### src/rtl/jdp_pkg.sv
`timescale 1ns/1ps
package jdp_pkg;
  typedef enum logic [2:0] {
    REF_OFF       = 3'b000,
    REF_DIV1      = 3'b001,
    REF_DIV2      = 3'b010,
    REF_DIV4      = 3'b011,
    REF_DIV8      = 3'b100,
    REF_DIV16     = 3'b101,
    REF_DIV8_ALT  = 3'b110,
    REF_DIV16_ALT = 3'b111
  } refout_sel_e;

  localparam int unsigned R_MIN_RATIO   = 5;
  localparam int unsigned N_MIN_RATIO   = 40;
  localparam int unsigned R_PULSE_FALLS = 5;
  localparam int unsigned V_PULSE_FALLS = 1;
  localparam int unsigned PRESCALE_BITS = 4;
endpackage

### src/rtl/jdp_edge_sense.sv
`timescale 1ns/1ps
module jdp_edge_sense (
  input  logic clk_i,
  input  logic rst_ni,
  input  logic sig_i,
  output logic lvl_o,
  output logic rise_o,
  output logic fall_o
);
  logic lvl_q;

  always_ff @(posedge clk_i or negedge rst_ni) begin
    if (!rst_ni) lvl_q <= 1'b0;
    else         lvl_q <= sig_i;
  end

  assign lvl_o  = lvl_q;
  assign rise_o = sig_i & ~lvl_q;
  assign fall_o = ~sig_i & lvl_q;
endmodule

### src/rtl/jdp_ratio_divider.sv
`timescale 1ns/1ps
module jdp_ratio_divider #(
  parameter int unsigned WIDTH       = 15,
  parameter int unsigned MIN_RATIO   = 5,
  parameter int unsigned PASS_ONE    = 1,
  parameter int unsigned PULSE_FALLS = 5
) (
  input  logic             clk_i,
  input  logic             rst_ni,
  input  logic [WIDTH-1:0] ratio_i,
  input  logic             jam_i,
  input  logic             rise_i,
  input  logic             fall_i,
  output logic             pulse_o
);
  localparam int unsigned FW = $clog2(PULSE_FALLS + 1);

  logic [WIDTH-1:0] ratio_eff;
  logic [WIDTH-1:0] cnt_q;
  logic [FW-1:0]    falls_q;
  logic             pulse_q;

  always_comb begin
    ratio_eff = ratio_i;
    if (PASS_ONE != 0 && ratio_i == WIDTH'(1)) ratio_eff = ratio_i;
    else if (ratio_i < WIDTH'(MIN_RATIO))      ratio_eff = WIDTH'(MIN_RATIO);
  end

  always_ff @(posedge clk_i or negedge rst_ni) begin
    if (!rst_ni) begin
      cnt_q   <= '0;
      pulse_q <= 1'b0;
      falls_q <= '0;
    end else if (jam_i) begin
      // reload wins over a coincident edge
      cnt_q   <= ratio_eff;
      pulse_q <= 1'b0;
      falls_q <= '0;
    end else begin
      if (rise_i) begin
        if (cnt_q <= WIDTH'(1)) begin
          cnt_q   <= ratio_eff;
          pulse_q <= 1'b1;
          falls_q <= '0;
        end else begin
          cnt_q <= cnt_q - WIDTH'(1);
        end
      end
      if (fall_i && pulse_q) begin
        if (falls_q == FW'(PULSE_FALLS - 1)) begin
          pulse_q <= 1'b0;
          falls_q <= '0;
        end else begin
          falls_q <= falls_q + FW'(1);
        end
      end
    end
  end

  assign pulse_o = pulse_q;

  p_jam_clears_pulse_r3: assert property (@(posedge clk_i) disable iff (!rst_ni)
    jam_i |=> !pulse_q);
  p_count_only_on_edge_r1: assert property (@(posedge clk_i) disable iff (!rst_ni)
    !rise_i && !jam_i |=> $stable(cnt_q));
  p_pulse_starts_on_edge_r1: assert property (@(posedge clk_i) disable iff (!rst_ni)
    $past(rst_ni) && $rose(pulse_q) |-> $past(rise_i) && !$past(jam_i));
  p_pulse_ends_on_fall_r4: assert property (@(posedge clk_i) disable iff (!rst_ni)
    $past(rst_ni) && $fell(pulse_q) |-> $past(fall_i) || $past(jam_i));
endmodule

### src/rtl/jdp_ref_prescaler.sv
`timescale 1ns/1ps
module jdp_ref_prescaler
  import jdp_pkg::*;
(
  input  logic        clk_i,
  input  logic        rst_ni,
  input  logic        rise_i,
  input  logic        lvl_i,
  input  refout_sel_e sel_i,
  output logic        refout_o
);
  logic [PRESCALE_BITS-1:0] cnt_q;

  always_ff @(posedge clk_i or negedge rst_ni) begin
    if (!rst_ni)     cnt_q <= '0;
    else if (rise_i) cnt_q <= cnt_q + 1'b1;
  end

  always_comb begin
    unique case (sel_i)
      REF_OFF:                   refout_o = 1'b0;
      REF_DIV1:                  refout_o = lvl_i;
      REF_DIV2:                  refout_o = cnt_q[0];
      REF_DIV4:                  refout_o = cnt_q[1];
      REF_DIV8, REF_DIV8_ALT:    refout_o = cnt_q[2];
      REF_DIV16, REF_DIV16_ALT:  refout_o = cnt_q[3];
      default:                   refout_o = 1'b0;
    endcase
  end

  p_div2_toggles_r7: assert property (@(posedge clk_i) disable iff (!rst_ni)
    $past(rst_ni) && sel_i == REF_DIV2 && $past(sel_i) == REF_DIV2 && $past(rise_i)
    |-> refout_o != $past(refout_o));
endmodule

### src/rtl/jam_divider_pair.sv
`timescale 1ns/1ps
module jam_divider_pair
  import jdp_pkg::*;
#(
  parameter int unsigned R_WIDTH = 15,
  parameter int unsigned N_WIDTH = 16
) (
  input  logic               clk_i,
  input  logic               rst_ni,
  input  logic               ref_i,
  input  logic               vco_i,
  input  logic [R_WIDTH-1:0] r_ratio_i,
  input  logic [N_WIDTH-1:0] n_ratio_i,
  input  logic               jam_i,
  input  logic               fr_pin_en_i,
  input  logic               fv_pin_en_i,
  input  logic [2:0]         refout_sel_i,
  output logic               fr_o,
  output logic               fv_o,
  output logic               fr_pin_o,
  output logic               fv_pin_o,
  output logic               refout_o
);
  logic ref_lvl, ref_rise, ref_fall;
  logic vco_lvl, vco_rise, vco_fall;
  logic r_pulse, n_pulse;

  jdp_edge_sense u_ref_edge (
    .clk_i, .rst_ni, .sig_i(ref_i),
    .lvl_o(ref_lvl), .rise_o(ref_rise), .fall_o(ref_fall)
  );

  jdp_edge_sense u_vco_edge (
    .clk_i, .rst_ni, .sig_i(vco_i),
    .lvl_o(vco_lvl), .rise_o(vco_rise), .fall_o(vco_fall)
  );

  jdp_ratio_divider #(
    .WIDTH(R_WIDTH), .MIN_RATIO(R_MIN_RATIO), .PASS_ONE(1), .PULSE_FALLS(R_PULSE_FALLS)
  ) u_r_div (
    .clk_i, .rst_ni, .ratio_i(r_ratio_i), .jam_i,
    .rise_i(ref_rise), .fall_i(ref_fall), .pulse_o(r_pulse)
  );

  jdp_ratio_divider #(
    .WIDTH(N_WIDTH), .MIN_RATIO(N_MIN_RATIO), .PASS_ONE(0), .PULSE_FALLS(V_PULSE_FALLS)
  ) u_n_div (
    .clk_i, .rst_ni, .ratio_i(n_ratio_i), .jam_i,
    .rise_i(vco_rise), .fall_i(vco_fall), .pulse_o(n_pulse)
  );

  jdp_ref_prescaler u_refout (
    .clk_i, .rst_ni, .rise_i(ref_rise), .lvl_i(ref_lvl),
    .sel_i(refout_sel_e'(refout_sel_i)), .refout_o
  );

  // ratio 1 bypasses the counter
  assign fr_o     = (r_ratio_i == R_WIDTH'(1)) ? ref_lvl : r_pulse;
  assign fv_o     = n_pulse;
  assign fr_pin_o = fr_o & fr_pin_en_i;
  assign fv_pin_o = fv_o & fv_pin_en_i;

  p_fv_rises_with_vco_r1: assert property (@(posedge clk_i) disable iff (!rst_ni)
    $past(rst_ni) && $rose(fv_o) |-> vco_lvl);
endmodule

### config.mk
export PLATFORM = sky130hd
export DESIGN_NAME = jam_divider_pair
export DESIGN_NICKNAME = d
export VERILOG_FILES = /design/src/rtl/jdp_pkg.sv /design/src/rtl/jdp_edge_sense.sv /design/src/rtl/jdp_ratio_divider.sv /design/src/rtl/jdp_ref_prescaler.sv /design/src/rtl/jam_divider_pair.sv
export SDC_FILE = /design/constraint.sdc
export NUM_CORES = 1
export LEC_CHECK = 0
export BUFFER_PORTS_ARGS = -buffer_cell sky130_fd_sc_hd__buf_2
export CAP_MARGIN = 20
export CELL_PAD_IN_SITES_DETAIL_PLACEMENT = 0
export CELL_PAD_IN_SITES_GLOBAL_PLACEMENT = 2
export CORE_UTILIZATION = 37
export CTS_CLUSTER_SIZE = 40
export DETAILED_ROUTE_END_ITERATION = 7
export PLACE_DENSITY = 0.83
export SETUP_SLACK_MARGIN = 0.05
export SYNTH_ARGS = -nofsm -noshare
export SYNTH_HDL_FRONTEND = slang
export SYNTH_SLANG_ARGS = --single-unit
### constraint.sdc
create_clock -name clk_i -period 4.4 [get_ports clk_i]
set_input_delay 0.44 -clock clk_i [delete_from_list [all_inputs] [get_ports clk_i]]
set_output_delay 0.44 -clock clk_i [all_outputs]
set_load 0.05 [all_outputs]
# Word-level counts from Yosys, hierarchy flattened
# Index checks and enable logic that the tools add are counted.
# totals
word_cells	81
in_bits	41
reg_bits	43
# classes
muxes	31
addsub	5
n_reduce_logical	13
eq_ne	9
order_cmp	4
bitwise_logic	10
# op_table
op	count
$mux W15	5
$mux W16	4
$le A16 B1 Y1 const B	1
$lt A16 B6 Y1 const B	1
$mux W1	16
$sub A16 B1 Y16 const B	1
$eq A15 B1 Y1 const B	1
$eq A3 B3 Y1 const B	5
$le A15 B1 Y1 const B	1
$lt A15 B3 Y1 const B	1
$mux W3	5
$sub A15 B1 Y15 const B	1
$reduce_bool A3 Y1	4
$and A1 B1 Y1	6
$eq A3 B2 Y1 const B	2
$pmux W1 S6	1
$add A4 B1 Y4 const B	1
$not A1 Y1	4
$reduce_and A2 Y1	2
$reduce_bool A2 Y1	2
$reduce_or A2 Y1	2
$add A3 B1 Y3 const B	1
$eq A3 B1 Y1 const B	1
$logic_not A3 Y1	1
2 further kinds	3

# Depth between registers and ports, before layout
# Gate-level depths: netlist of the first run.
# logic_depth
word_depth	6
ltp_mapped	8

# Modules after synthesis
# A second synthesis of the first run with hierarchy kept.
# unflattened
hier_cells	339
area_unflattened_um2	2982.9
# by_module_without_submodules
mod	cells_per_inst	seq_area_each_um2	area_per_inst_um2	instances
jdp_ratio_divider (u_r_div)	154	475.5	1356.3	1
jdp_ratio_divider (u_n_div)	155	425.4	1271.2	1
jdp_ref_prescaler	14	100.1	201.4	1
jdp_edge_sense	3	25.0	40.0	2
jam_divider_pair	10	0.0	73.8	1

# Least setup slack after synthesis of the first run
# No wires, ideal clock.
# synth_timing
path_type	input-to-output
startpoint	input r_ratio_i[6]
endpoint	output fr_pin_o
path_slack_ns	1.760
stages	5
required_ns	3.960
path_buffers	0
arrival_ns	2.200
cell_sequence	nor4_1 > nand3_1 > or4b_1 > mux2_2 > and2_1
# synth_between
elab_chain_cells	3
# synth_rtl
item	line_no	rtl
from (decl)	jam_divider_pair.sv:12	input logic [R_WIDTH-1:0] r_ratio_i,
$eq A15 B1 Y1	jam_divider_pair.sv:58	assign fr_o = (r_ratio_i == R_WIDTH'(1)) ? ref_lvl : r_pulse;
$mux W1	jam_divider_pair.sv:58	
via fr_o	jam_divider_pair.sv:18	output logic fr_o,
$and A1 B1 Y1	jam_divider_pair.sv:60	assign fr_pin_o = fr_o & fr_pin_en_i;
to (decl)	jam_divider_pair.sv:20	output logic fr_pin_o,
# The timed path passes the listed nets, and every way through them passes these cells.

# Worst setup path after layout of the first run
# layout_timing
startpoint	input r_ratio_i[6]
endpoint	output fr_pin_o
# layout_between
elab_chain_cells	3
# layout_rtl
item	line_no
$eq A15 B1 Y1	jam_divider_pair.sv:58
$mux W1	jam_divider_pair.sv:58
$and A1 B1 Y1	jam_divider_pair.sv:60
# Every way passes these cells.

==> results.json, run 1 <==
{
  "ys_seq_area_share_pct": 36.6,
  "syn_avg_cell_area_um2": 8.70,
  "post-route-period-util_pct": 62.9,
  "die_h_um": 90.1,
  "synthXorXnorAreaFrac_pct": 0.915,
  "synth_seq_cells": 42,
  "grt_pass1_wl_mm": 13.4,
  "synthAdderAreaFrac_pct": 3.05,
  "synth_edf_count": 0,
  "die_area_um2": 8120,
  "cts_made_buffers": 5,
  "drt-initial-drc-count": 125,
  "gp_congestion": 0.854,
  "peakVddDrop_uv": 133,
  "clock_sinks": 42,
  "p_sw_mw": 0.377,
  "dr_total_vias": 2757,
  "ant_nets": 0,
  "post-place-ws_ns": 1.62,
  "swShare_pct": 34.2,
  "synth_compound_area_share_pct": 23.1,
  "core_area_um2": 7370,
  "drt-pass1-iter-count": 4,
  "nFillCells": 748,
  "synthArstFlopShare_pct": 100,
  "worstPathArrival_ns": 2.33,
  "synth_top_family_by_area": "simple AND/OR/NAND/NOR gates",
  "grt_overflow": 0,
  "clock.fmax_mhz": 361,
  "power_frac_seq_pct": 47.6,
  "hold_violations": 0,
  "synth.area.top_cells": "dfrtp_1 37%, a21oi_1 4.2%, nor2_1 4.1%, o21ai_0 3.8%, nand2_1 3.3%",
  "total_power_mw": 1.10,
  "drv_slew": 0,
  "synth.area.mux_share_pct": 4.31,
  "drcViolationCount": 0,
  "synth_simple_gate_area_share_pct": 28.9,
  "criticalPathCategory": "in -> out",
  "clk_pin_slew_ns": 0.09,
  "rsz0062_at_grt": "false",
  "status": "finished clean",
  "grt_max_degree": 43,
  "crit_required_ns": 3.96,
  "utilization_pct": 45.0,
  "hold_slack_ns": 0.0235,
  "antenna_found_initial": 0,
  "syn-num-nets": 378,
  "end_kind": "output port",
  "maxCapViolCount": 0,
  "rows": 31,
  "via_per_inst": 5.83,
  "ys_types": 60,
  "cts.path.max_buffers": 2,
  "netlist.area_leader.share_pct": 36.6,
  "nets": 421,
  "yosysMostFrequentCell": "dfrtp_1",
  "cts_tree": "built",
  "start_util_pct": 39.0,
  "cts-resized-gates": 0,
  "wirelength_mm": 8.07,
  "fin_crit_ns": 2.77,
  "tightest_slew_ns": 1.04,
  "ios": 46,
  "crit_path_start_kind": "primary input",
  "synth_area_leader_cell": "dfrtp_1",
  "clock_latency_ns": 0.30,
  "cts_htree_levels": 2,
  "synth_cells": 330,
  "yosysWarnings": 0,
  "worstHoldPathType": "in -> async",
  "grt_use_total_pct": 20.8,
  "yosys_most_used_dff": "dfrtp_1",
  "layoutNonFillerInstCount": 473,
  "postPlaceCellArea_um2": 3180,
  "p_leak_nw": 1.34,
  "clock_skew_ns": 0.00724,
  "r2r_slack_ns": 1.91,
  "drive_gt1_share_pct": 18.7,
  "p_clk_share_pct": 29.0,
  "num_antenna_cells": 0,
  "io_buffer_count": 45,
  "cp_max_fo": 4,
  "die_w_um": 90.1,
  "netlist_area_um2": 2870,
  "post-dp-hpwl_mm": 5.88,
  "dp.cells": 464,
  "design_area_um2": 3310,
  "routedWlPerCell_um": 17.1,
  "setup_ws_ns": 1.63,
  "tns_ns": 0,
  "synthToLayoutAreaGrowth_pct": 15.4,
  "synthTopCellsByCount": "42 x dfrtp_1, 31 x nor2_1, 25 x nand2_1",
  "slew_headroom_pct": 30.8,
  "cts_setup_buffers": 0,
  "finalSetupViolations": 0,
  "hold_buffers": 0,
  "grt_pass1_vias": 2648,
  "p_per_area_nw_per_um2": 333,
  "p_comb_share_pct": 23.5,
  "root_buffer": "clkbuf_8",
  "intPower_mw": 0.725
}
==> sequential cells by signal, summed over array words and instances (netlist names) <==
signal and flops:
u_n_div.cnt_q 16, u_r_div.cnt_q 15, u_refout.cnt_q 4, u_r_div.falls_q 3
u_n_div.pulse_o 1, u_r_div.pulse_o 1, u_ref_edge.lvl_o 1, u_vco_edge.lvl_o 1
==> path summary, 6_finish.rpt <==
| kind | start | end | cells after the start |
|---|---|---|---|
| min in group clk_i | vco_i | u_vco_edge.lvl_o$_DFF_PN0_ | 1 |
| setup reg to reg | u_r_div.cnt_q[1]$_DFFE_PN0P_ | u_r_div.cnt_q[14]$_DFFE_PN0P_ | 6 |
| max in group asynchronous | rst_ni | u_r_div.cnt_q[14]$_DFFE_PN0P_ | 2 |
| setup / recovery | r_ratio_i[6] | fr_pin_o | 7 |
| hold reg to reg | u_refout.cnt_q[3]$_DFFE_PN0P_ | u_refout.cnt_q[3]$_DFFE_PN0P_ | 1 |
| hold / removal | rst_ni | u_r_div.falls_q[2]$_DFFE_PN0P_ | 1 |
==> cells in the final DEF (no fill, tap or decap), types with 3 or more instances in the layout <==
cell,instances
clkbuf_8,5
a211oi_1,4
xnor2_1,3
a31oi_1,5
a311o_1,3
a22oi_1,4
nor4_1,14
buf_2,45
a21oi_1,24
nand2_1,25
nand3b_1,4
or4_1,5
nor3_1,13
dfrtp_1,42
o32ai_1,3
mux2_2,3
o21ai_0,22
o211ai_1,3
or2_2,3
nand2b_1,6
ha_1,7
nand3_1,12
a2bb2oi_1,4
inv_1,12
mux2i_1,9
nor4_4,3
or3_1,3
and3_1,4
and2_1,4
nor2_1,31
nand4_1,6
==> area by class of cell <==
class | instances | area (µm²) | area share, %
clock buffer | 6 | 72.6 | 2.19
sequential | 42 | 1050 | 31.7
tap | 99 | 124 | 3.74
timing repair buffer | 47 | 253 | 7.63
inverter | 12 | 45.0 | 1.36
clock inverter | 2 | 37.5 | 1.13
multi-input combinational | 265 | 1730 | 52.2
==> critical path: stages <==
cell	delay [ns]
buf_2	0.10
nor4_1	0.41
nand3_1	0.22
or4b_1	0.52
mux2_2	0.29
and2_1	0.15
buf_2	0.20
==> metal layers <==
layer / vias up / routed length, µm / track usage, %
met5: - / 0 / 0
met4: 0 / 116 / 7.53
met3: 8 / 245 / 3.55
met2: 70 / 3860 / 35.5
met1: 1319 / 3840 / 26.3
li1: 1360 / - / -
==> power by group through the flow <==
stage | clock, mW | combinational [mW] | sequential, mW
global route | 0.337 | 0.293 | 0.535
detailed placement | 0 | 0.257 | 0.530
finish | 0.319 | 0.259 | 0.524
CTS | 0.326 | 0.259 | 0.522
floorplan | 0 | 0.188 | 0.507
global placement | 0 | 0.254 | 0.529
==> kinds of logic after synthesis <==
family | after synthesis
muxes | 12
and+or+nand+nor | 146
AOI/OAI and AO/OA | 97
xor gates and xnor gates | 3
buffers and inverters | 23
DFF | 42
adders and majority gates | 7
Note: power is estimated with default switching activity, not from simulation.
==> run 2, diff against run 1 <==
--- a/config.mk
+++ b/config.mk
@@ -5,14 +5,15 @@
 export SDC_FILE = /design/constraint.sdc
 export NUM_CORES = 1
 export LEC_CHECK = 0
+export ABC_AREA = 1
 export BUFFER_PORTS_ARGS = -buffer_cell sky130_fd_sc_hd__buf_2
 export CAP_MARGIN = 20
 export CELL_PAD_IN_SITES_DETAIL_PLACEMENT = 0
 export CELL_PAD_IN_SITES_GLOBAL_PLACEMENT = 2
-export CORE_UTILIZATION = 37
+export CORE_UTILIZATION = 29
 export CTS_CLUSTER_SIZE = 40
 export DETAILED_ROUTE_END_ITERATION = 7
-export PLACE_DENSITY = 0.83
+export PLACE_DENSITY = 0.75
 export SETUP_SLACK_MARGIN = 0.05
 export SYNTH_ARGS = -nofsm -noshare
 export SYNTH_HDL_FRONTEND = slang
==> constraint.sdc (replaced) <==
create_clock -name clk_i -period 2.3 [get_ports clk_i]
set_input_delay 0.23 -clock clk_i [delete_from_list [all_inputs] [get_ports clk_i]]
set_output_delay 0.23 -clock clk_i [all_outputs]
set_load 0.05 [all_outputs]
==> run 2 against run 1 <==
Wire length up 0.42%. Register-to-register slack lost 1.5 ns. Global-route usage shrank 5.7 points. Critical path depth decreased by 1. First-iteration DRC count increased by 0.80%. Largest cell class unchanged. Largest power group unchanged.
==> results.json, run 2 <==
{
  "die_area_um2": 11700,
  "cts_setup_buffers": 0,
  "synthArstFlopShare_pct": 100,
  "start_util_pct": 30.0,
  "grt_pass1_vias": 2891,
  "final_common_cell": "nand2_1",
  "hold_slack_ns": 0.0400,
  "yosysWarnings": 0,
  "peakVddDrop_uv": 332,
  "status": "finished clean",
  "ios": 46,
  "routedWlPerCell_um": 12.1,
  "synth_edf_count": 0,
  "clk_pin_slew_ns": 0.07,
  "crit_required_ns": 2.52,
  "drt-pass1-iter-count": 4,
  "root_buffer": "clkbuf_16",
  "fin_crit_ns": 1.89,
  "cts-resized-gates": 0,
  "drcViolationCount": 0,
  "num_antenna_cells": 0,
  "drive_gt1_share_pct": 21.7,
  "crit_path_start_kind": "register",
  "post-dp-hpwl_mm": 6.05,
  "regMostFlops": "u_n_div.cnt_q",
  "critPathBufInv": 1,
  "dr_total_vias": 2996,
  "rows": 38,
  "finalSetupViolations": 0,
  "p_per_area_nw_per_um2": 633,
  "wirelength_mm": 8.10,
  "grt_overflow": 0,
  "nets": 577,
  "synth_cells": 483,
  "clock_latency_ns": 0.28,
  "setup_ws_ns": 0.415,
  "total_power_mw": 2.39,
  "nFillCells": 1228,
  "post-place-ws_ns": 0.398,
  "maxCapViolCount": 0,
  "critPathSlowestCell": "nor2_2",
  "hold_buffers": 0,
  "largest_reg_flops": 16,
  "synthToLayoutAreaGrowth_pct": 15.1,
  "core_area_um2": 10900,
  "post-route-period-util_pct": 82.0,
  "final_cell_mix": "152 x nand2_1, 59 x nor2_1, 50 x inv_1, 45 x nand3_1, 45 x buf_2",
  "slew_headroom_pct": 53.1,
  "tns_ns": 0,
  "yosysMostFrequentCell": "nand2_1",
  "largestRegisters": "u_n_div.cnt_q x16, u_r_div.cnt_q x15, u_refout.cnt_q x4",
  "via_per_inst": 4.47,
  "worstHoldPathType": "in -> async",
  "rsz0062_at_grt": "false",
  "cp_max_fo": 18,
  "drv_slew": 0,
  "netlist.area_leader.share_pct": 32.0,
  "clock_sinks": 42,
  "cts_tree": "built",
  "cts_htree_levels": 2,
  "grt_pass1_wl_mm": 13.9,
  "synthTopCellsByCount": "152 x nand2_1, 59 x nor2_1, 50 x inv_1",
  "ys_types": 36,
  "critPathMaxStageDelay_ns": 0.55,
  "p_leak_nw": 1.96,
  "worstPathArrival_ns": 2.11,
  "netlist_area_um2": 3280,
  "worstPathCellList": "nor2_2, nor2_2, inv_2, a21boi_1, nand2_1, nand2_1",
  "yosys_most_used_dff": "dfrtp_1",
  "synth.area.top_cells": "dfrtp_1 32%, nand2_1 17%, nand3_1 6.9%, nor2_1 6.8%, inv_1 5.7%",
  "synth_area_leader_cell": "dfrtp_1",
  "grt_max_degree": 43,
  "syn-num-nets": 531,
  "tightest_slew_ns": 0.703,
  "utilization_pct": 34.5,
  "clock_skew_ns": 0.00673,
  "io_buffer_count": 45,
  "hold_violations": 0,
  "cts.path.max_buffers": 2,
  "synth_seq_cells": 42,
  "die_h_um": 108,
  "drt-initial-drc-count": 126,
  "criticalPathCategory": "reg -> reg",
  "end_kind": "register",
  "cts_made_buffers": 5,
  "grt_use_total_pct": 15.1,
  "die_w_um": 108,
  "antenna_found_initial": 0,
  "ant_nets": 0,
  "cpLargestDelayFamily": "simple AND/OR/NAND/NOR gates",
  "syn_avg_cell_area_um2": 6.79,
  "clock.fmax_mhz": 530,
  "gp_congestion": 0.746,
  "ys_seq_area_share_pct": 32.0
}
run 2: cell types whose count changed after synthesis, moves of 9 or more:
cell / before / now
inv_1: 12 / 50
nor3_1: 13 / 1
nand3_1: 12 / 45
mux2i_1: 9 / 0
nor2_1: 31 / 59
nand2_2: 0 / 15
nor4_1: 14 / 0
o21ai_0: 22 / 5
nor2_2: 0 / 14
o21ai_1: 1 / 10
nand2_1: 25 / 152
a21oi_1: 24 / 8
run 2: routing by layer:
layer	GRT usage (%)	up-vias	wire [µm]
met5	0	-	0
met3	1.81	5	162
met2	24.3	29	3620
met4	3.19	0	61
met1	21.8	1356	4260
li1	-	1606	-
run 2: stage by stage:
step / cells / area [µm²]
floorplan: 483 / 3280
global placement: 662 / 3630
detailed placement: 662 / 3630
CTS: 670 / 3770
global route: 670 / 3770
finish: 670 / 3770
run 2: path summary, 6_finish.rpt:
path	cells past startpoint	to	slack, ns	start
min in group clk_i	1	u_ref_edge.lvl_o$_DFF_PN0_	0.07	ref_i
max in group asynchronous	2	u_n_div.pulse_o$_DFFE_PN0P_	1.86	rst_ni
max	6	u_r_div.falls_q[0]$_DFFE_PN0P_	0.41	u_ref_edge.lvl_o$_DFF_PN0_
min reg2reg	1	u_refout.cnt_q[3]$_DFFE_PN0P_	0.47	u_refout.cnt_q[3]$_DFFE_PN0P_
max reg2reg	6	u_r_div.falls_q[0]$_DFFE_PN0P_	0.41	u_ref_edge.lvl_o$_DFF_PN0_
min	2	u_r_div.cnt_q[14]$_DFFE_PN0P_	0.04	rst_ni
run 2: kinds of logic (layout without fill, tap and decap cells):
| logic type | count (synthesis) | after routing | synth area share, % |
|---|---|---|---|
| adder cells (fa/ha/maj) | 7 | 7 | 2.67 |
| buffers and inverters | 66 | 113 | 8.85 |
| multiplexers | 1 | 1 | 0.343 |
| AO/OA/AOI/OAI | 32 | 32 | 5.65 |
| flip-flops | 42 | 42 | 32.0 |
| AND/OR/NAND/NOR | 320 | 320 | 46.4 |
| XOR/XNOR | 15 | 15 | 4.01 |
run 2: power breakdown:
| part | internal (mW) | switching [mW] | leakage (nW) | total (mW) |
|---|---|---|---|---|
| registers | 0.861 | 0.146 | 0.511 | 1.01 |
| logic | 0.254 | 0.391 | 1.37 | 0.644 |
| clock network | 0.432 | 0.304 | 0.0739 | 0.735 |
run 2: area by class of cell:
cell class                 count  area [µm²]  area share, %
clock buffer                   7         143           3.78
clock inverter                 1        5.00          0.133
inverter                      57         214           5.67
multi-input combinational    375        1940           51.4
sequential                    42        1050           27.9
tap                          140         175           4.64
timing repair buffer          48         248           6.56
==> run 3, diff against run 2 <==
--- a/config.mk
+++ b/config.mk
@@ -5,15 +5,15 @@
 export SDC_FILE = /design/constraint.sdc
 export NUM_CORES = 1
 export LEC_CHECK = 0
-export ABC_AREA = 1
+export ABC_AREA = 0
 export BUFFER_PORTS_ARGS = -buffer_cell sky130_fd_sc_hd__buf_2
 export CAP_MARGIN = 20
 export CELL_PAD_IN_SITES_DETAIL_PLACEMENT = 0
 export CELL_PAD_IN_SITES_GLOBAL_PLACEMENT = 2
-export CORE_UTILIZATION = 29
+export CORE_UTILIZATION = 34
 export CTS_CLUSTER_SIZE = 40
 export DETAILED_ROUTE_END_ITERATION = 7
-export PLACE_DENSITY = 0.75
+export PLACE_DENSITY = 0.77
 export SETUP_SLACK_MARGIN = 0.05
 export SYNTH_ARGS = -nofsm -noshare
 export SYNTH_HDL_FRONTEND = slang
==> constraint.sdc (replaced) <==
create_clock -name clk_i -period 1.8 [get_ports clk_i]
set_input_delay 0.18 -clock clk_i [delete_from_list [all_inputs] [get_ports clk_i]]
set_output_delay 0.18 -clock clk_i [all_outputs]
set_load 0.05 [all_outputs]
==> run 3 against run 2 <==
Final cell count down 9.6%. First-iteration DRC count down 0.79%. Worst hold slack worse by 0.023 ns. Critical endpoint is now u_n_div.cnt_q[13]$_DFFE_PN0P_. The run now ends with setup timing left. Sequential power up 26%. Sequential share of layout area down 7.1 points. Sequential cell count unchanged. Clock power up 28%. Global-route usage up 9.7 points. Largest power group is now combinational logic. Via count up 15%. Non-clock buffer count up 126. Worst setup slack worse by 0.63 ns. Core utilization up 28 points.
==> results.json, run 3 (same netlist as run 1, synthesis figures left out) <==
{
  "routedWlPerCell_um": 17.8,
  "dr_total_vias": 3449,
  "worstHoldPathType": "in -> reg",
  "clock_skew_ns": 0.00779,
  "post-route-period-util_pct": 112,
  "clock_sinks": 42,
  "cts_made_buffers": 5,
  "critPathMaxStageDelay_ns": 0.58,
  "criticalPathCategory": "reg -> reg",
  "r2r_slack_ns": -0.21,
  "startpoint": "u_n_div.cnt_q[2]$_DFFE_PN0P_",
  "num_antenna_cells": 0,
  "slew_headroom_pct": 60.1,
  "cpLargestDelayFamily": "simple AND/OR/NAND/NOR gates",
  "rr_startpoint": "u_n_div.cnt_q[2]$_DFFE_PN0P_",
  "cts_htree_levels": 2,
  "largest_reg_flops": 16,
  "antenna_found_initial": 0,
  "maxCapViolCount": 0,
  "clk_pin_slew_ns": 0.10,
  "drive_gt1_share_pct": 55.1,
  "hold_end": "u_vco_edge.lvl_o$_DFF_PN0_",
  "r2r_cells": 6,
  "status": "finished with violations",
  "critPathSlowestCell": "or4_4",
  "rows": 33,
  "clock_latency_ns": 0.30,
  "nFillCells": 696,
  "hp-start": "vco_i",
  "hold_violations": 0,
  "drt-initial-drc-count": 125,
  "setup_ws_ns": -0.212,
  "die_w_um": 93.9,
  "crit_required_ns": 1.99,
  "ios": 46,
  "start_util_pct": 35.1,
  "worstPathArrival_ns": 2.20,
  "cts_tree": "built",
  "tns_ns": -2.54,
  "post-place-ws_ns": -0.437,
  "drcViolationCount": 0,
  "largestRegisters": "u_n_div.cnt_q x16, u_r_div.cnt_q x15, u_refout.cnt_q x4",
  "die_area_um2": 8820,
  "end_kind": "register",
  "root_buffer": "clkbuf_8",
  "violations": "setup timing",
  "utilization_pct": 62.0,
  "rsz0062_at_grt": "true",
  "wirelength_mm": 10.8,
  "grt_pass1_vias": 3468,
  "core_area_um2": 8180,
  "crit_path_start_kind": "register",
  "nets": 548,
  "cts.path.max_buffers": 2,
  "final_cell_mix": "96 x buf_4, 39 x dfrtp_1, 37 x buf_2, 35 x buf_6, 25 x nand2_1",
  "multi_input_area_um2": 2310,
  "seqCellArea_um2": 1050,
  "r2r-end": "u_n_div.cnt_q[13]$_DFFE_PN0P_",
  "cp_max_fo": 4,
  "clock.fmax_mhz": 497,
  "grt_pass1_wl_mm": 16.8,
  "grt_use_total_pct": 24.9,
  "via_per_inst": 5.69,
  "die_h_um": 93.9,
  "critPathBufInv": 1,
  "gp_congestion": 0.865,
  "min_path_cells": 1,
  "drv_slew": 0,
  "synthToLayoutAreaGrowth_pct": 76.6,
  "fin_crit_ns": 2.01,
  "post-dp-hpwl_mm": 7.13,
  "drt-pass1-iter-count": 4,
  "finalSetupViolations": 29,
  "tightest_slew_ns": 0.598,
  "grt_overflow": 0,
  "worstPathCellList": "or4_4, nor4_4, buf_4, nand3b_1, mux2i_1, a2bb2oi_1",
  "p_per_area_nw_per_um2": 702,
  "peakVddDrop_uv": 488,
  "ant_nets": 0,
  "final_common_cell": "buf_4",
  "grt_max_degree": 24,
  "regMostFlops": "u_n_div.cnt_q",
  "p_leak_nw": 2.14,
  "io_buffer_count": 45
}
-- run 3: cell count changes in the layout (fill, tap and decap cells not counted), sizes merged, moves of 6 or more --
cell / before / now
nand2: 172 / 25
buf: 48 / 173
nor2: 79 / 31
inv: 55 / 12
nand3: 54 / 12
nor4: 0 / 17
a21oi: 8 / 24
nor3: 1 / 15
mux2i: 0 / 9
xor2: 8 / 0
nand2b: 0 / 6
o21ai: 18 / 24
or4: 0 / 6
-- run 3: worst max-delay path by stage --
stage	to	slack, ns	cells after the start
6_report	u_n_div.cnt_q[13]$_DFFE_PN0P_	-0.21	6
2_1_floorplan	fr_pin_o	-0.07	5
4_1_cts	fr_pin_o	-0.22	7
3_3_place_gp	fr_pin_o	-0.43	7
5_1_grt	fr_pin_o	-0.25	7
3_5_place_dp	fr_pin_o	-0.44	7
-- run 3: metal layers --
| metal | up-vias | wire [µm] | part of all wire, % | track usage [%] |
|---|---|---|---|---|
| li1 | 1608 | - | - | - |
| met1 | 1716 | 4520 | 42 | 28.9 |
| met2 | 101 | 5510 | 51 | 43.9 |
| met3 | 24 | 384 | 3.6 | 3.40 |
| met4 | 0 | 365 | 3.4 | 13.3 |
| met5 | - | 0 | 0 | 0 |
-- run 3: report_power, final --
group / internal, mW / switching, mW / total (mW)
combinational: 0.707 / 0.646 / 1.35
sequential: 1.09 / 0.181 / 1.27
clock: 0.557 / 0.383 / 0.940
total: 2.35 / 1.21 / 3.56
-- run 3: layout make-up --
cell class                      instances  share of cell area (%)
Tap cell                              105                    2.59
Inverter                               12                   0.888
Clock inverter                          3                    1.36
Sequential cell                        42                    20.8
Multi-Input combinational cell        265                    45.6
Timing Repair Buffer                  174                    27.4
Clock buffer                            5                    1.36
-- run 3: repair_timing --
item,4_1_cts,5_1_grt
pin swaps,58,40
hold buffers,1,0
setup buffers,36,14
resized for setup,126,43
gates cloned,2,0
endpoints found under the hold margin,21,0
endpoints found under the setup margin,29,38
-- run 3: through the flow --
step	total power, mW	instance area (µm²)	instances	hold slack [ns]
5_1_grt	3.72	5070	606	0.0165
4_1_cts	3.43	4810	596	0.0134
6_report	3.56	5070	606	0.0166
2_1_floorplan	1.73	2920	330	-0.116
3_3_place_gp	2.18	3860	552	0.214
3_5_place_dp	2.19	3860	552	0.227
